===== config.mk =====
export PLATFORM = sky130hd
export DESIGN_NAME = pwrpath_prot_seq
export DESIGN_NICKNAME = d
export VERILOG_FILES = /design/src/rtl/pps_pkg.sv /design/src/rtl/pps_retry_timer.sv /design/src/rtl/pps_ovp_latch.sv /design/src/rtl/pps_gate_watch.sv /design/src/rtl/pps_therm_hyst.sv /design/src/rtl/pwrpath_prot_seq.sv
export SDC_FILE = /design/constraint.sdc
export NUM_CORES = 1
export LEC_CHECK = 0
export CAP_MARGIN = 20
export CORE_ASPECT_RATIO = 1.2
export CORE_MARGIN = 8
export CORE_UTILIZATION = 44
export DETAILED_ROUTE_END_ITERATION = 10
export PLACE_DENSITY = 0.69
export SYNTH_ARGS = -nofsm -noshare
export SYNTH_HDL_FRONTEND = slang
export SYNTH_SLANG_ARGS = --single-unit

===== constraint.sdc =====
create_clock -name clk -period 2.7 [get_ports clk]
set_clock_uncertainty 0.15 [all_clocks]
set_input_delay 0.54 -clock clk [delete_from_list [all_inputs] [get_ports clk]]
set_output_delay 0.54 -clock clk [all_outputs]
set_load 0.01 [all_outputs]

===== src/rtl/pps_pkg.sv =====
// Shared types for the power-path protection sequencer.
package pps_pkg;

    // Hold reasons that each keep the power path off.
    typedef struct packed {
        logic ocp_wait;    // input overcurrent retry pause running
        logic ovp_latch;   // system overvoltage latched
        logic gate_fault;  // input switch failed its gate deadline
        logic therm_off;   // junction thermal hold
    } pps_hold_t;

endpackage


===== src/rtl/pps_retry_timer.sv =====
// Auto-retry hold: asserts while a trigger is seen and releases after
// RETRY_TICKS tick pulses without the trigger. A renewed trigger restarts
// the count. Assumes tick is a single-cycle pulse.
module pps_retry_timer #(
    parameter int RETRY_TICKS = 300
) (
    input  logic clk,
    input  logic rst_n,
    input  logic tick,
    input  logic trig,
    output logic hold
);
    localparam int CW = $clog2(RETRY_TICKS + 1);
    localparam logic [CW-1:0] LAST = CW'(RETRY_TICKS - 1);

    logic [CW-1:0] cnt;

    // Hold flag and pause counter; the trigger reloads, ticks advance.
    always_ff @(posedge clk) begin
        if (!rst_n) begin
            hold <= 1'b0;
            cnt  <= '0;
        end else if (trig) begin
            hold <= 1'b1;
            cnt  <= '0;
        end else if (hold && tick) begin
            if (cnt == LAST) begin
                hold <= 1'b0;
                cnt  <= '0;
            end else begin
                cnt <= cnt + 1'b1;
            end
        end
    end
endmodule


===== src/rtl/pps_ovp_latch.sv =====
// Sticky fault latch. It is set by a trip flag and cleared either by a
// host strobe or by a rising edge of adapter detect (a replug). The trip
// wins over both clears. The edge detector register runs during reset as
// well, so it always holds the previous cycle's detect level.
module pps_ovp_latch (
    input  logic clk,
    input  logic rst_n,
    input  logic trip,
    input  logic clr_wr,
    input  logic det,
    output logic latched
);
    logic det_q;
    logic replug;

    // Previous-cycle adapter detect level for edge detection.
    always_ff @(posedge clk) begin
        det_q <= det;
    end

    // Replug is a low-to-high change of adapter detect.
    always_comb begin
        replug = det & ~det_q;
    end

    // Latch with set priority over both clear sources.
    always_ff @(posedge clk) begin
        if (!rst_n)
            latched <= 1'b0;
        else if (trip)
            latched <= 1'b1;
        else if (clr_wr || replug)
            latched <= 1'b0;
    end
endmodule


===== src/rtl/pps_gate_watch.sv =====
// Gate-drive deadline monitor. It counts tick pulses while the switch is
// enabled. On the DEADLINE_TICKS-th pulse it samples gate_good, and a
// false value raises a fault. The fault stays until adapter detect drops.
// Once past the deadline the counter stops and nothing is checked again.
module pps_gate_watch #(
    parameter int DEADLINE_TICKS = 20
) (
    input  logic clk,
    input  logic rst_n,
    input  logic tick,
    input  logic sw_on,
    input  logic gate_good,
    input  logic det,
    output logic fault
);
    localparam int CW = $clog2(DEADLINE_TICKS + 1);
    localparam logic [CW-1:0] LAST = CW'(DEADLINE_TICKS - 1);
    localparam logic [CW-1:0] DONE = CW'(DEADLINE_TICKS);

    logic [CW-1:0] cnt;

    // On-time counter: restarts whenever the switch is off, stops at DONE.
    always_ff @(posedge clk) begin
        if (!rst_n || !sw_on)
            cnt <= '0;
        else if (tick && cnt != DONE)
            cnt <= cnt + 1'b1;
    end

    // Fault flag: cleared by adapter removal, set on a missed deadline.
    always_ff @(posedge clk) begin
        if (!rst_n || !det)
            fault <= 1'b0;
        else if (sw_on && tick && cnt == LAST && !gate_good)
            fault <= 1'b1;
    end
endmodule


===== src/rtl/pps_therm_hyst.sv =====
// Two-threshold thermal hold. The hot flag sets the hold. Only the cool
// flag, seen without the hot flag, releases it.
module pps_therm_hyst (
    input  logic clk,
    input  logic rst_n,
    input  logic hot,
    input  logic cool,
    output logic off
);
    // Hysteresis state: hot sets, cool clears, otherwise hold.
    always_ff @(posedge clk) begin
        if (!rst_n)
            off <= 1'b0;
        else if (hot)
            off <= 1'b1;
        else if (cool)
            off <= 1'b0;
    end
endmodule


===== src/rtl/pwrpath_prot_seq.sv =====
// Power-path protection sequencer top. It registers the adapter-good
// decision, combines the hold reasons from the retry timer, the overvoltage
// latch, the gate watch and the thermal hysteresis, and drives the switch,
// converter and charge controls. Assumes every input is already
// synchronous to clk and that ms_tick is one cycle wide.
module pwrpath_prot_seq #(
    parameter int RETRY_MS = 300,
    parameter int GATE_MS  = 20
) (
    input  logic clk,
    input  logic rst_n,
    input  logic ms_tick,
    input  logic vcc_ok,
    input  logic adp_det,
    input  logic awake,
    input  logic acovp,
    input  logic in_ocp,
    input  logic ocp_en,
    input  logic sys_ovp,
    input  logic ovp_clr,
    input  logic therm_hot,
    input  logic therm_cool,
    input  logic gate_good,
    output logic adapter_ok,
    output logic sw_en,
    output logic conv_en,
    output logic chg_dis,
    output logic sysovp_stat
);
    import pps_pkg::*;

    pps_hold_t hold;
    logic      aok_q;
    logic      ocp_trig;

    // Adapter-good register: supply window, detect and not sleeping.
    always_ff @(posedge clk) begin
        if (!rst_n)
            aok_q <= 1'b0;
        else
            aok_q <= vcc_ok & adp_det & awake & ~acovp;
    end

    // Overcurrent is acted on only when enabled by configuration.
    always_comb begin
        ocp_trig = ocp_en & in_ocp;
    end

    pps_retry_timer #(.RETRY_TICKS(RETRY_MS)) u_retry (
        .clk   (clk),
        .rst_n (rst_n),
        .tick  (ms_tick),
        .trig  (ocp_trig),
        .hold  (hold.ocp_wait)
    );

    pps_ovp_latch u_ovp (
        .clk     (clk),
        .rst_n   (rst_n),
        .trip    (sys_ovp),
        .clr_wr  (ovp_clr),
        .det     (adp_det),
        .latched (hold.ovp_latch)
    );

    pps_gate_watch #(.DEADLINE_TICKS(GATE_MS)) u_gate (
        .clk       (clk),
        .rst_n     (rst_n),
        .tick      (ms_tick),
        .sw_on     (sw_en),
        .gate_good (gate_good),
        .det       (adp_det),
        .fault     (hold.gate_fault)
    );

    pps_therm_hyst u_therm (
        .clk   (clk),
        .rst_n (rst_n),
        .hot   (therm_hot),
        .cool  (therm_cool),
        .off   (hold.therm_off)
    );

    // Output combine: every release condition must hold at once.
    always_comb begin
        adapter_ok  = aok_q;
        sw_en       = aok_q & ~hold.ocp_wait & ~hold.ovp_latch & ~hold.gate_fault;
        conv_en     = sw_en & ~hold.therm_off;
        chg_dis     = ~conv_en;
        sysovp_stat = hold.ovp_latch;
    end
endmodule


==> impl_results.html, run 1 <==
<table>
<tr><th>Metric</th><th>Value</th></tr>
<tr><th colspan="2">Run status</th></tr>
<tr><td>Result of the run</td><td>finished clean</td></tr>
<tr><th colspan="2">Clock tree</th></tr>
<tr><td>Deepest level of the CTS H-tree</td><td>1</td></tr>
<tr><td># resized after CTS</td><td>0</td></tr>
<tr><td>CTS clk-pin slew, worst paths</td><td>0.11 ns</td></tr>
<tr><td>TritonCTS buffer count</td><td>3</td></tr>
<tr><td>TritonCTS clock tree</td><td>done</td></tr>
<tr><td>Clock network latency to the later pin of the worst-skew pair</td><td>a little over 0.3 ns</td></tr>
<tr><td>Sink Count</td><td>20</td></tr>
<tr><td>Largest buffer count on any clock path</td><td>2</td></tr>
<tr><td>Library cell used as clock root buffer</td><td>clkbuf_4</td></tr>
<tr><th colspan="2">Cells and area</th></tr>
<tr><td>Share of post-route cells with drive strength above 1</td><td>0.0769</td></tr>
<tr><td>Number of nets at the end of the flow</td><td>around 150</td></tr>
<tr><td>Antenna cells</td><td>0</td></tr>
<tr><td>Cell area after layout</td><td>roughly 1300 um2</td></tr>
<tr><td>Area occupied by registers</td><td>400 um2</td></tr>
<tr><td>Number of fillers in the final layout</td><td>185</td></tr>
<tr><td>Post-synthesis to final-layout area growth</td><td>25.8%</td></tr>
<tr><td>Area of the multi-input gates</td><td>roughly 550 um2</td></tr>
<tr><th colspan="2">Synth</th></tr>
<tr><td>Most repeated cell in the gate-level netlist after synthesis</td><td>dfxtp_1</td></tr>
<tr><td>Synth async-reset ratio</td><td>0</td></tr>
<tr><td>Primary flip-flop cell chosen by synthesis mapping</td><td>dfxtp_1</td></tr>
<tr><td>Synthesis Warnings</td><td>0</td></tr>
<tr><td>Cell types occupying the most area after synthesis</td><td>dfxtp_1 40%, nand3_1 4.5%, ha_1 3.8%</td></tr>
<tr><td>Number of synthesized flops with an enable pin</td><td>0</td></tr>
<tr><td>Share of the yosys chip area belonging to registers</td><td>0.403</td></tr>
<tr><td>Average cell area after synthesis</td><td>just over 9 um2</td></tr>
<tr><td>Top cell type by total area after synthesis</td><td>dfxtp_1</td></tr>
<tr><td>Synthesized flop and latch total</td><td>20</td></tr>
<tr><td>Count of mapped cells out of synthesis</td><td>between 100 and 150</td></tr>
<tr><td>Area share of the leading cell type in the synthesized netlist</td><td>0.403</td></tr>
<tr><td>Top cells by count, synth</td><td>20 x dfxtp_1, 10 x nand2_1, 9 x nand3_1, 7 x a21oi_1, 7 x inv_1</td></tr>
<tr><td>Unique masters post-synth</td><td>35</td></tr>
<tr><td>Total standard cell area after synthesis</td><td>around 990 um2</td></tr>
<tr><td>Nets in the synthesized netlist</td><td>around 130</td></tr>
<tr><th colspan="2">Timing</th></tr>
<tr><td>Minimum hold slack</td><td>0.374 ns</td></tr>
<tr><td>Max Slew Vio Count</td><td>0</td></tr>
<tr><td>Worst slew pin tran</td><td>~0.4 ns</td></tr>
<tr><td>Final count of negative-setup-slack endpoints</td><td>0</td></tr>
<tr><td>Peak clock frequency supported by timing</td><td>384 MHz</td></tr>
<tr><td>Final count of hold timing violations</td><td>0</td></tr>
<tr><td>Minimum period implied by the final worst setup slack</td><td>roughly 2.6 ns</td></tr>
<tr><td>Period Utilization, post-route</td><td>0.963</td></tr>
<tr><td>Final WS setup</td><td>between 0.09 and 0.1 ns</td></tr>
<tr><td>Slew headroom</td><td>0.726</td></tr>
<tr><td>RSZ-0062 raised after global routing</td><td>false</td></tr>
<tr><td>Total negative setup slack</td><td>0 ns</td></tr>
<tr><th colspan="2">GRT</th></tr>
<tr><td>Global-route congestion overflow total</td><td>0</td></tr>
<tr><td>First-pass GRT wire length</td><td>~3.8 mm</td></tr>
<tr><td>Vias in the first global route</td><td>slightly below 900</td></tr>
<tr><td>Maximum number of pins on one net before global-route repair</td><td>12</td></tr>
<tr><td>Antenna violations before repair</td><td>0</td></tr>
<tr><td>Total routing usage reported by global routing</td><td>0.122</td></tr>
<tr><th colspan="2">Die</th></tr>
<tr><td>Total core area</td><td>approximately 2200 um2</td></tr>
<tr><td>I/O pin total</td><td>19</td></tr>
<tr><td>Starting utilization of the core area</td><td>0.450</td></tr>
<tr><td>Area of the die</td><td>just over 4000 um2</td></tr>
<tr><td>Die width</td><td>roughly 59 um</td></tr>
<tr><td>Standard-cell row count</td><td>19</td></tr>
<tr><td>Die span in y</td><td>68.1 um</td></tr>
<tr><th colspan="2">Route</th></tr>
<tr><td>Total via count after detailed routing</td><td>approximately 880</td></tr>
<tr><td>Number of vias per cell after detailed routing</td><td>~5.5</td></tr>
<tr><td>Remaining antenna violation count after routing</td><td>0</td></tr>
<tr><td>First-pass detailed-route iteration total</td><td>4</td></tr>
<tr><td>Residual DRC</td><td>0</td></tr>
<tr><td>Iteration-0 DRC count of the detailed router</td><td>21</td></tr>
<tr><td>Average wire length per cell after detail routing</td><td>13.6 um</td></tr>
<tr><td>Final wirelength</td><td>around 2.2 mm</td></tr>
<tr><th colspan="2">Worst setup path</th></tr>
<tr><td>Category of the most critical setup path</td><td>register to output port</td></tr>
<tr><td>Start of the worst register-to-register path</td><td>u_retry.cnt[4]</td></tr>
<tr><td>Worst Reg-to-Reg Cells</td><td>3</td></tr>
<tr><td>R2r endpoint</td><td>u_retry.cnt[0]</td></tr>
<tr><td>Reg2Reg Setup Slack</td><td>1.02 ns</td></tr>
<tr><td>Arrival time reported for the critical path endpoint</td><td>1.91 ns</td></tr>
<tr><td>Max Fanout on Critical Path</td><td>7</td></tr>
<tr><td>Nature of the critical path endpoint</td><td>output port</td></tr>
<tr><td>Worst path required time</td><td>between 2 and 2.5 ns</td></tr>
<tr><td>Critical path launch point type</td><td>register</td></tr>
<tr><th colspan="2">Power and ir drop</th></tr>
<tr><td>Power density relative to cell area</td><td>approximately 420 nW/um2</td></tr>
<tr><td>Leakage power figure</td><td>between 0.4 and 0.5 nW</td></tr>
<tr><td>Total chip power</td><td>between 0.0005 and 0.0006 W</td></tr>
<tr><td>Peak VDD IR</td><td>0.000337 V</td></tr>
<tr><th colspan="2">Place</th></tr>
<tr><td>Post-Place Worst Slack</td><td>between 0.4 and 0.5 ns</td></tr>
<tr><td>Routability Congestion</td><td>about 0.8</td></tr>
<tr><td>Half-perimeter wire length after placement</td><td>1.69 mm</td></tr>
<tr><td>I/O Buffers</td><td>18</td></tr>
<tr><td>Placed instance area</td><td>between 1000 and 1500 um2</td></tr>
<tr><th colspan="2">Min path</th></tr>
<tr><td>Type of the worst min-delay path</td><td>register to register</td></tr>
<tr><td>Number of instances on the worst hold path</td><td>2</td></tr>
<tr><td>Hold Path End</td><td>u_gate.cnt[3]</td></tr>
<tr><td>Worst Min Path Start</td><td>u_gate.cnt[3]</td></tr>
<tr><th colspan="2">Flow run</th></tr>
<tr><td>Max-capacitance violation count</td><td>0</td></tr>
</table>
==> how the worst max path moves through the flow <==
| stage | end | start | slack (ns) | depth (start not counted) |
|---|---|---|---|---|
| floorplan | conv_en | u_ovp.latched | 0.88 | 3 |
| global placement | conv_en | u_retry.hold | 0.45 | 4 |
| detailed placement | u_retry.cnt[8] | ms_tick | 0.43 | 4 |
| CTS | conv_en | u_retry.hold | 0.10 | 4 |
| global route | conv_en | u_retry.hold | 0.01 | 4 |
| finish | conv_en | u_retry.hold | 0.1 | 4 |
==> layout by cell type (no fill, tap or decap), types with 2 or more instances in the layout <==
master and n:
o31ai_1 4, buf_4 2, or3_1 2, nor3_1 2, clkdlybuf4s50_1 18, or4_1 3
a21boi_0 2, nor4b_1 2, a41oi_1 3, mux2i_1 3, a21oi_1 7, ha_1 3
nand2b_1 2, o21a_1 2, nand3_1 9, nor2_1 4, nand2_1 10, nor2b_1 2
clkbuf_4 3, o21ai_0 2, dfxtp_1 20, nand4_1 3, a31oi_1 2, inv_1 7
==> logic make-up after synthesis <==
family / count (synthesis) / synth area share
multiplexers: 3 / 0.0302
XOR/XNOR: 2 / 0.0176
AND/OR/NAND/NOR: 44 / 0.278
buffers and inverters: 10 / 0.0403
AO/OA/AOI/OAI: 27 / 0.194
flip-flops: 20 / 0.403
adder cells (fa/ha/maj): 3 / 0.0377
==> through the flow <==
stage,std cells,util
finish,161,0.566
detailed placement,155,0.543
global route,161,0.566
global placement,155,0.543
floorplan,109,-
CTS,159,0.559
==> worst max-delay path: stages, from the launching register on <==
cell	delay, ns
dfxtp_1	0.43
nor4b_4	0.45
nand2b_1	0.12
inv_1	0.07
clkdlybuf4s50_1	0.53
==> registers in the layout, summed over array words and instances (netlist names) <==
| name | flops |
|---|---|
| u_ovp.det_q | 1 |
| u_therm.off | 1 |
| u_retry.cnt | 9 |
| u_gate.fault | 1 |
| adapter_ok | 1 |
| u_retry.hold | 1 |
| u_gate.cnt | 5 |
| u_ovp.latched | 1 |
==> power by group <==
group / internal, W / switching [W]
Combinational: 0.0000281 / 0.0000182
Clock: 0.0000824 / 0.0000942
Sequential: 0.000300 / 0.00000571
Total: 0.000410 / 0.000118
==> metal layers <==
layer,global-route usage,part of all wire,routed length [um],vias up
li1,-,-,-,452
met1,0.138,0.46,1010,402
met2,0.199,0.46,1010,24
met3,0.0414,0.057,124,5
met4,0.0629,0.021,46,0
met5,0,0,0,-
==> repair_timing <==
action                                  CTS  global route
buffers inserted                          0             2
hold buffers                              0             0
endpoints found under the setup margin    0             1
hold endpoints to repair                  0             0
==> area by class of cell <==
class | count | area share
clock buffer | 4 | 0.0290
tap | 31 | 0.0310
multi-input combinational | 79 | 0.443
sequential | 20 | 0.320
inverter | 7 | 0.0210
timing repair buffer | 20 | 0.156
Note: power is estimated with default switching activity, not from simulation.
==> inputs of run 2 (changes only) <==
--- a/config.mk
+++ b/config.mk
@@ -5,12 +5,14 @@
 export SDC_FILE = /design/constraint.sdc
 export NUM_CORES = 1
 export LEC_CHECK = 0
+export ABC_AREA = 1
 export CAP_MARGIN = 20
 export CORE_ASPECT_RATIO = 1.2
 export CORE_MARGIN = 8
-export CORE_UTILIZATION = 44
+export CORE_UTILIZATION = 50
 export DETAILED_ROUTE_END_ITERATION = 10
-export PLACE_DENSITY = 0.69
+export GPL_TIMING_DRIVEN = 0
+export PLACE_DENSITY = 0.77
 export SYNTH_ARGS = -nofsm -noshare
 export SYNTH_HDL_FRONTEND = slang
 export SYNTH_SLANG_ARGS = --single-unit
==> impl_results.html, run 2 <==
<table>
<tr><th>Metric</th><th>Value</th></tr>
<tr><th colspan="2">Run status</th></tr>
<tr><td>Result of the run</td><td>finished clean</td></tr>
<tr><th colspan="2">GRT</th></tr>
<tr><td>Met2 layer usage reported by global route</td><td>0.177 (-0.0215)</td></tr>
<tr><td>Antenna violations before repair</td><td>0 (unchanged)</td></tr>
<tr><td>Maximum number of pins on one net before global-route repair</td><td>12 (unchanged)</td></tr>
<tr><td>First-pass GRT wire length</td><td>3.55 mm (-6.6%)</td></tr>
<tr><td>Vias in the first global route</td><td>852 (-1.8%)</td></tr>
<tr><td>Met3 Resource Use GR</td><td>0.0507 (+0.00933)</td></tr>
<tr><td>Global-route congestion overflow total</td><td>0 (unchanged)</td></tr>
<tr><td>Total routing usage reported by global routing</td><td>0.117 (-0.00441)</td></tr>
<tr><td>GRT busiest layer</td><td>met2</td></tr>
<tr><td>M1 GR Usage</td><td>0.135 (-0.00267)</td></tr>
<tr><th colspan="2">Timing</th></tr>
<tr><td>Period Utilization, post-route</td><td>0.863 (-0.101)</td></tr>
<tr><td>Final count of negative-setup-slack endpoints</td><td>0 (unchanged)</td></tr>
<tr><td>Worst slew pin tran</td><td>0.260 ns (-0.149 ns)</td></tr>
<tr><td>Minimum period implied by the final worst setup slack</td><td>2.33 ns (-0.272 ns)</td></tr>
<tr><td>Minimum hold slack</td><td>0.341 ns (-0.0330 ns)</td></tr>
<tr><td>Total negative setup slack</td><td>0 ns (unchanged)</td></tr>
<tr><td>Slew headroom</td><td>0.825 (+0.0989)</td></tr>
<tr><td>Peak clock frequency supported by timing</td><td>429 MHz (+12%)</td></tr>
<tr><td>RSZ-0062 raised after global routing</td><td>false</td></tr>
<tr><td>Max Slew Vio Count</td><td>0 (unchanged)</td></tr>
<tr><td>Final count of hold timing violations</td><td>0 (unchanged)</td></tr>
<tr><th colspan="2">Die</th></tr>
<tr><td>Die width</td><td>56.7 um (-4.6%)</td></tr>
<tr><td>Area of the die</td><td>3670 um2 (-9.2%)</td></tr>
<tr><td>Die span in y</td><td>64.8 um (-4.8%)</td></tr>
<tr><td>Starting utilization of the core area</td><td>0.536 (+0.0863)</td></tr>
<tr><td>I/O pin total</td><td>19 (unchanged)</td></tr>
<tr><td>Standard-cell row count</td><td>17 (-2)</td></tr>
<tr><td>Total core area</td><td>1850 um2 (-16%)</td></tr>
<tr><th colspan="2">Synth</th></tr>
<tr><td>Total standard cell area after synthesis</td><td>992 um2 (-0.25%)</td></tr>
<tr><td>Number of synthesized flops with an enable pin</td><td>0 (unchanged)</td></tr>
<tr><td>Synthesized flop and latch total</td><td>20 (unchanged)</td></tr>
<tr><td>Synthesis Warnings</td><td>0 (unchanged)</td></tr>
<tr><td>Cell types occupying the most area after synthesis</td><td>dfxtp_1 40%, nand2_1 12%, inv_1 8.7%</td></tr>
<tr><td>Unique masters post-synth</td><td>21 (-40%)</td></tr>
<tr><td>Primary flip-flop cell chosen by synthesis mapping</td><td>dfxtp_1</td></tr>
<tr><td>Share of the yosys chip area belonging to registers</td><td>0.404 (+0.00102)</td></tr>
<tr><td>Most repeated cell in the gate-level netlist after synthesis</td><td>nand2_1</td></tr>
<tr><td>Top cell type by total area after synthesis</td><td>dfxtp_1</td></tr>
<tr><td>Area share of the leading cell type in the synthesized netlist</td><td>0.404 (+0.00102)</td></tr>
<tr><td>Nets in the synthesized netlist</td><td>160 (+27%)</td></tr>
<tr><td>Average cell area after synthesis</td><td>6.94 um2 (-24%)</td></tr>
<tr><td>Synth async-reset ratio</td><td>0 (unchanged)</td></tr>
<tr><td>Top cells by count, synth</td><td>33 x nand2_1, 23 x inv_1, 20 x dfxtp_1, 19 x nor2_1, 12 x nand3_1</td></tr>
<tr><td>Count of mapped cells out of synthesis</td><td>143 (+31%)</td></tr>
<tr><th colspan="2">Route</th></tr>
<tr><td>Iteration-0 DRC count of the detailed router</td><td>42 (+100%)</td></tr>
<tr><td>Remaining antenna violation count after routing</td><td>0 (unchanged)</td></tr>
<tr><td>Number of vias per cell after detailed routing</td><td>5.13 (-6.5%)</td></tr>
<tr><td>First-pass detailed-route iteration total</td><td>4 (unchanged)</td></tr>
<tr><td>Average wire length per cell after detail routing</td><td>11.3 um (-17%)</td></tr>
<tr><td>Total via count after detailed routing</td><td>944 (+6.9%)</td></tr>
<tr><td>Final wirelength</td><td>2.08 mm (-5.3%)</td></tr>
<tr><td>Residual DRC</td><td>0 (unchanged)</td></tr>
<tr><th colspan="2">Place</th></tr>
<tr><td>I/O Buffers</td><td>18 (unchanged)</td></tr>
<tr><td>Half-perimeter wire length after placement</td><td>1.68 mm (-0.47%)</td></tr>
<tr><td>Routability Congestion</td><td>0.784 (-4.0%)</td></tr>
<tr><th colspan="2">Clock tree</th></tr>
<tr><td>Library cell used as clock root buffer</td><td>clkbuf_4</td></tr>
<tr><td># resized after CTS</td><td>0 (unchanged)</td></tr>
<tr><td>Post-CTS setup buffers</td><td>0 (unchanged)</td></tr>
<tr><td>Cts-stage hold buffer count</td><td>0 (unchanged)</td></tr>
<tr><td>Clock network latency to the later pin of the worst-skew pair</td><td>0.29 ns (-0.02 ns)</td></tr>
<tr><td>Sink Count</td><td>20 (unchanged)</td></tr>
<tr><td>TritonCTS clock tree</td><td>done</td></tr>
<tr><td>CTS clk-pin slew, worst paths</td><td>0.10 ns (about the same)</td></tr>
<tr><td>TritonCTS buffer count</td><td>3 (unchanged)</td></tr>
<tr><td>Deepest level of the CTS H-tree</td><td>1 (unchanged)</td></tr>
<tr><td>Largest buffer count on any clock path</td><td>2 (unchanged)</td></tr>
<tr><th colspan="2">Worst setup path</th></tr>
<tr><td>Cell chain of the critical path</td><td>inv_1 -&gt; nand2_1 -&gt; nor2_1 -&gt; nand2_1 -&gt; nor2_1 -&gt; clkdlybuf4s50_1</td></tr>
<tr><td>Nature of the critical path endpoint</td><td>output port</td></tr>
<tr><td>Worst path required time</td><td>2.01 ns (about the same)</td></tr>
<tr><td>Worst Reg-to-Reg Cells</td><td>6 (+3)</td></tr>
<tr><td>Critical Path Max Stage Delay</td><td>0.57 ns (+0.04 ns)</td></tr>
<tr><td>Max Fanout on Critical Path</td><td>4 (-3)</td></tr>
<tr><td>Arrival time reported for the critical path endpoint</td><td>1.64 ns (-0.27 ns)</td></tr>
<tr><td>Slowest cell on crit path</td><td>clkdlybuf4s50_1</td></tr>
<tr><td>Category of the most critical setup path</td><td>register to output port</td></tr>
<tr><td>Critical path launch point type</td><td>register</td></tr>
<tr><th colspan="2">Cells and area</th></tr>
<tr><td>Most frequent cells in the layout</td><td>33 x nand2_1, 23 x inv_1, 20 x dfxtp_1</td></tr>
<tr><td>Post-synthesis to final-layout area growth</td><td>24.2%</td></tr>
<tr><td>Max reg flops</td><td>9 (unchanged)</td></tr>
<tr><td>Most frequent standard cell in the layout excluding fill and tap cells</td><td>nand2_1</td></tr>
<tr><td>Register with the most flip-flops</td><td>u_retry.cnt</td></tr>
<tr><td>Share of post-route cells with drive strength above 1</td><td>0.0667 (-0.0103)</td></tr>
<tr><td>Antenna cells</td><td>0 (unchanged)</td></tr>
<tr><td>Number of nets at the end of the flow</td><td>183 (+24%)</td></tr>
<tr><td>Biggest registers after layout</td><td>u_retry.cnt x9, u_gate.cnt x5</td></tr>
<tr><td>Share of the core filled with cells in the final layout</td><td>0.666 (+0.100)</td></tr>
<tr><th colspan="2">Flow run</th></tr>
<tr><td>Max-capacitance violation count</td><td>0 (unchanged)</td></tr>
<tr><th colspan="2">Min path</th></tr>
<tr><td>Number of instances on the worst hold path</td><td>2 (unchanged)</td></tr>
<tr><td>Type of the worst min-delay path</td><td>register to register</td></tr>
<tr><th colspan="2">Power and ir drop</th></tr>
<tr><td>Peak VDD IR</td><td>0.000272 V (-19%)</td></tr>
<tr><td>Leakage power figure</td><td>0.506 nW (+24%)</td></tr>
<tr><td>Power density relative to cell area</td><td>417 nW/um2 (-1.2%)</td></tr>
<tr><td>Total chip power</td><td>0.000514 W (-2.6%)</td></tr>
</table>
## run 2: critical path: cells and delay by family (launching register included)
family                 cells  cell delay, ns
flip-flops                 1            0.37
buffers and inverters      2            0.64
AND/OR/NAND/NOR            4            0.35
## run 2: per-stage QoR
stage / cell area (um2) / worst slack [ns] / std cells
CTS: 1230 / 0.371 / 184
finish: 1230 / 0.371 / 184
detailed placement: 1200 / 0.642 / 180
global placement: 1200 / 0.676 / 180
floorplan: 992 / 1.13 / 143
global route: 1230 / 0.245 / 184
## run 2: per-layer routing
metal | routed length [um] | part of all wire | vias up
met5 | 0 | 0 | -
met3 | 151 | 0.073 | 2
met2 | 953 | 0.46 | 21
li1 | - | - | 504
met4 | 17 | 0.0082 | 0
met1 | 954 | 0.46 | 417
## run 2: final timing paths
| kind | startpoint | to | slack (ns) |
|---|---|---|---|
| worst max-delay path | u_retry.hold | conv_en | 0.37 |
| worst min register to register | u_gate.fault | u_gate.fault | 0.34 |
| worst min-delay path | u_gate.fault | u_gate.fault | 0.34 |
| worst max register to register | u_gate.cnt[0] | u_gate.cnt[1] | 1.18 |
## run 2: where the power goes
group | switching, W | total [W] | internal, W
clock | 0.0000851 | 0.000167 | 0.0000821
sequential | 0.00000389 | 0.000303 | 0.000300
combinational | 0.0000184 | 0.0000437 | 0.0000253
## run 2: cell type report
type | instances | area, um2
clock buffers | 4 | 36.3
multi-input cells | 99 | 500
repair buffers | 18 | 180
well taps | 19 | 23.8
flip-flops and latches | 20 | 400
fillers | 165 | 618
inverters | 23 | 86.3
plain buffers | 1 | 5.00
## run 2: kinds of logic (layout without fill, tap and decap cells)
| kind of cell | count (synthesis) | count (layout) | share of synthesized area |
|---|---|---|---|
| flops | 20 | 20 | 0.404 |
| simple gates | 80 | 80 | 0.376 |
| xor+xnor | 2 | 2 | 0.0177 |
| compound gates | 14 | 14 | 0.0731 |
| fa+ha+maj | 3 | 3 | 0.0378 |
| buf+inv | 24 | 46 | 0.0920 |
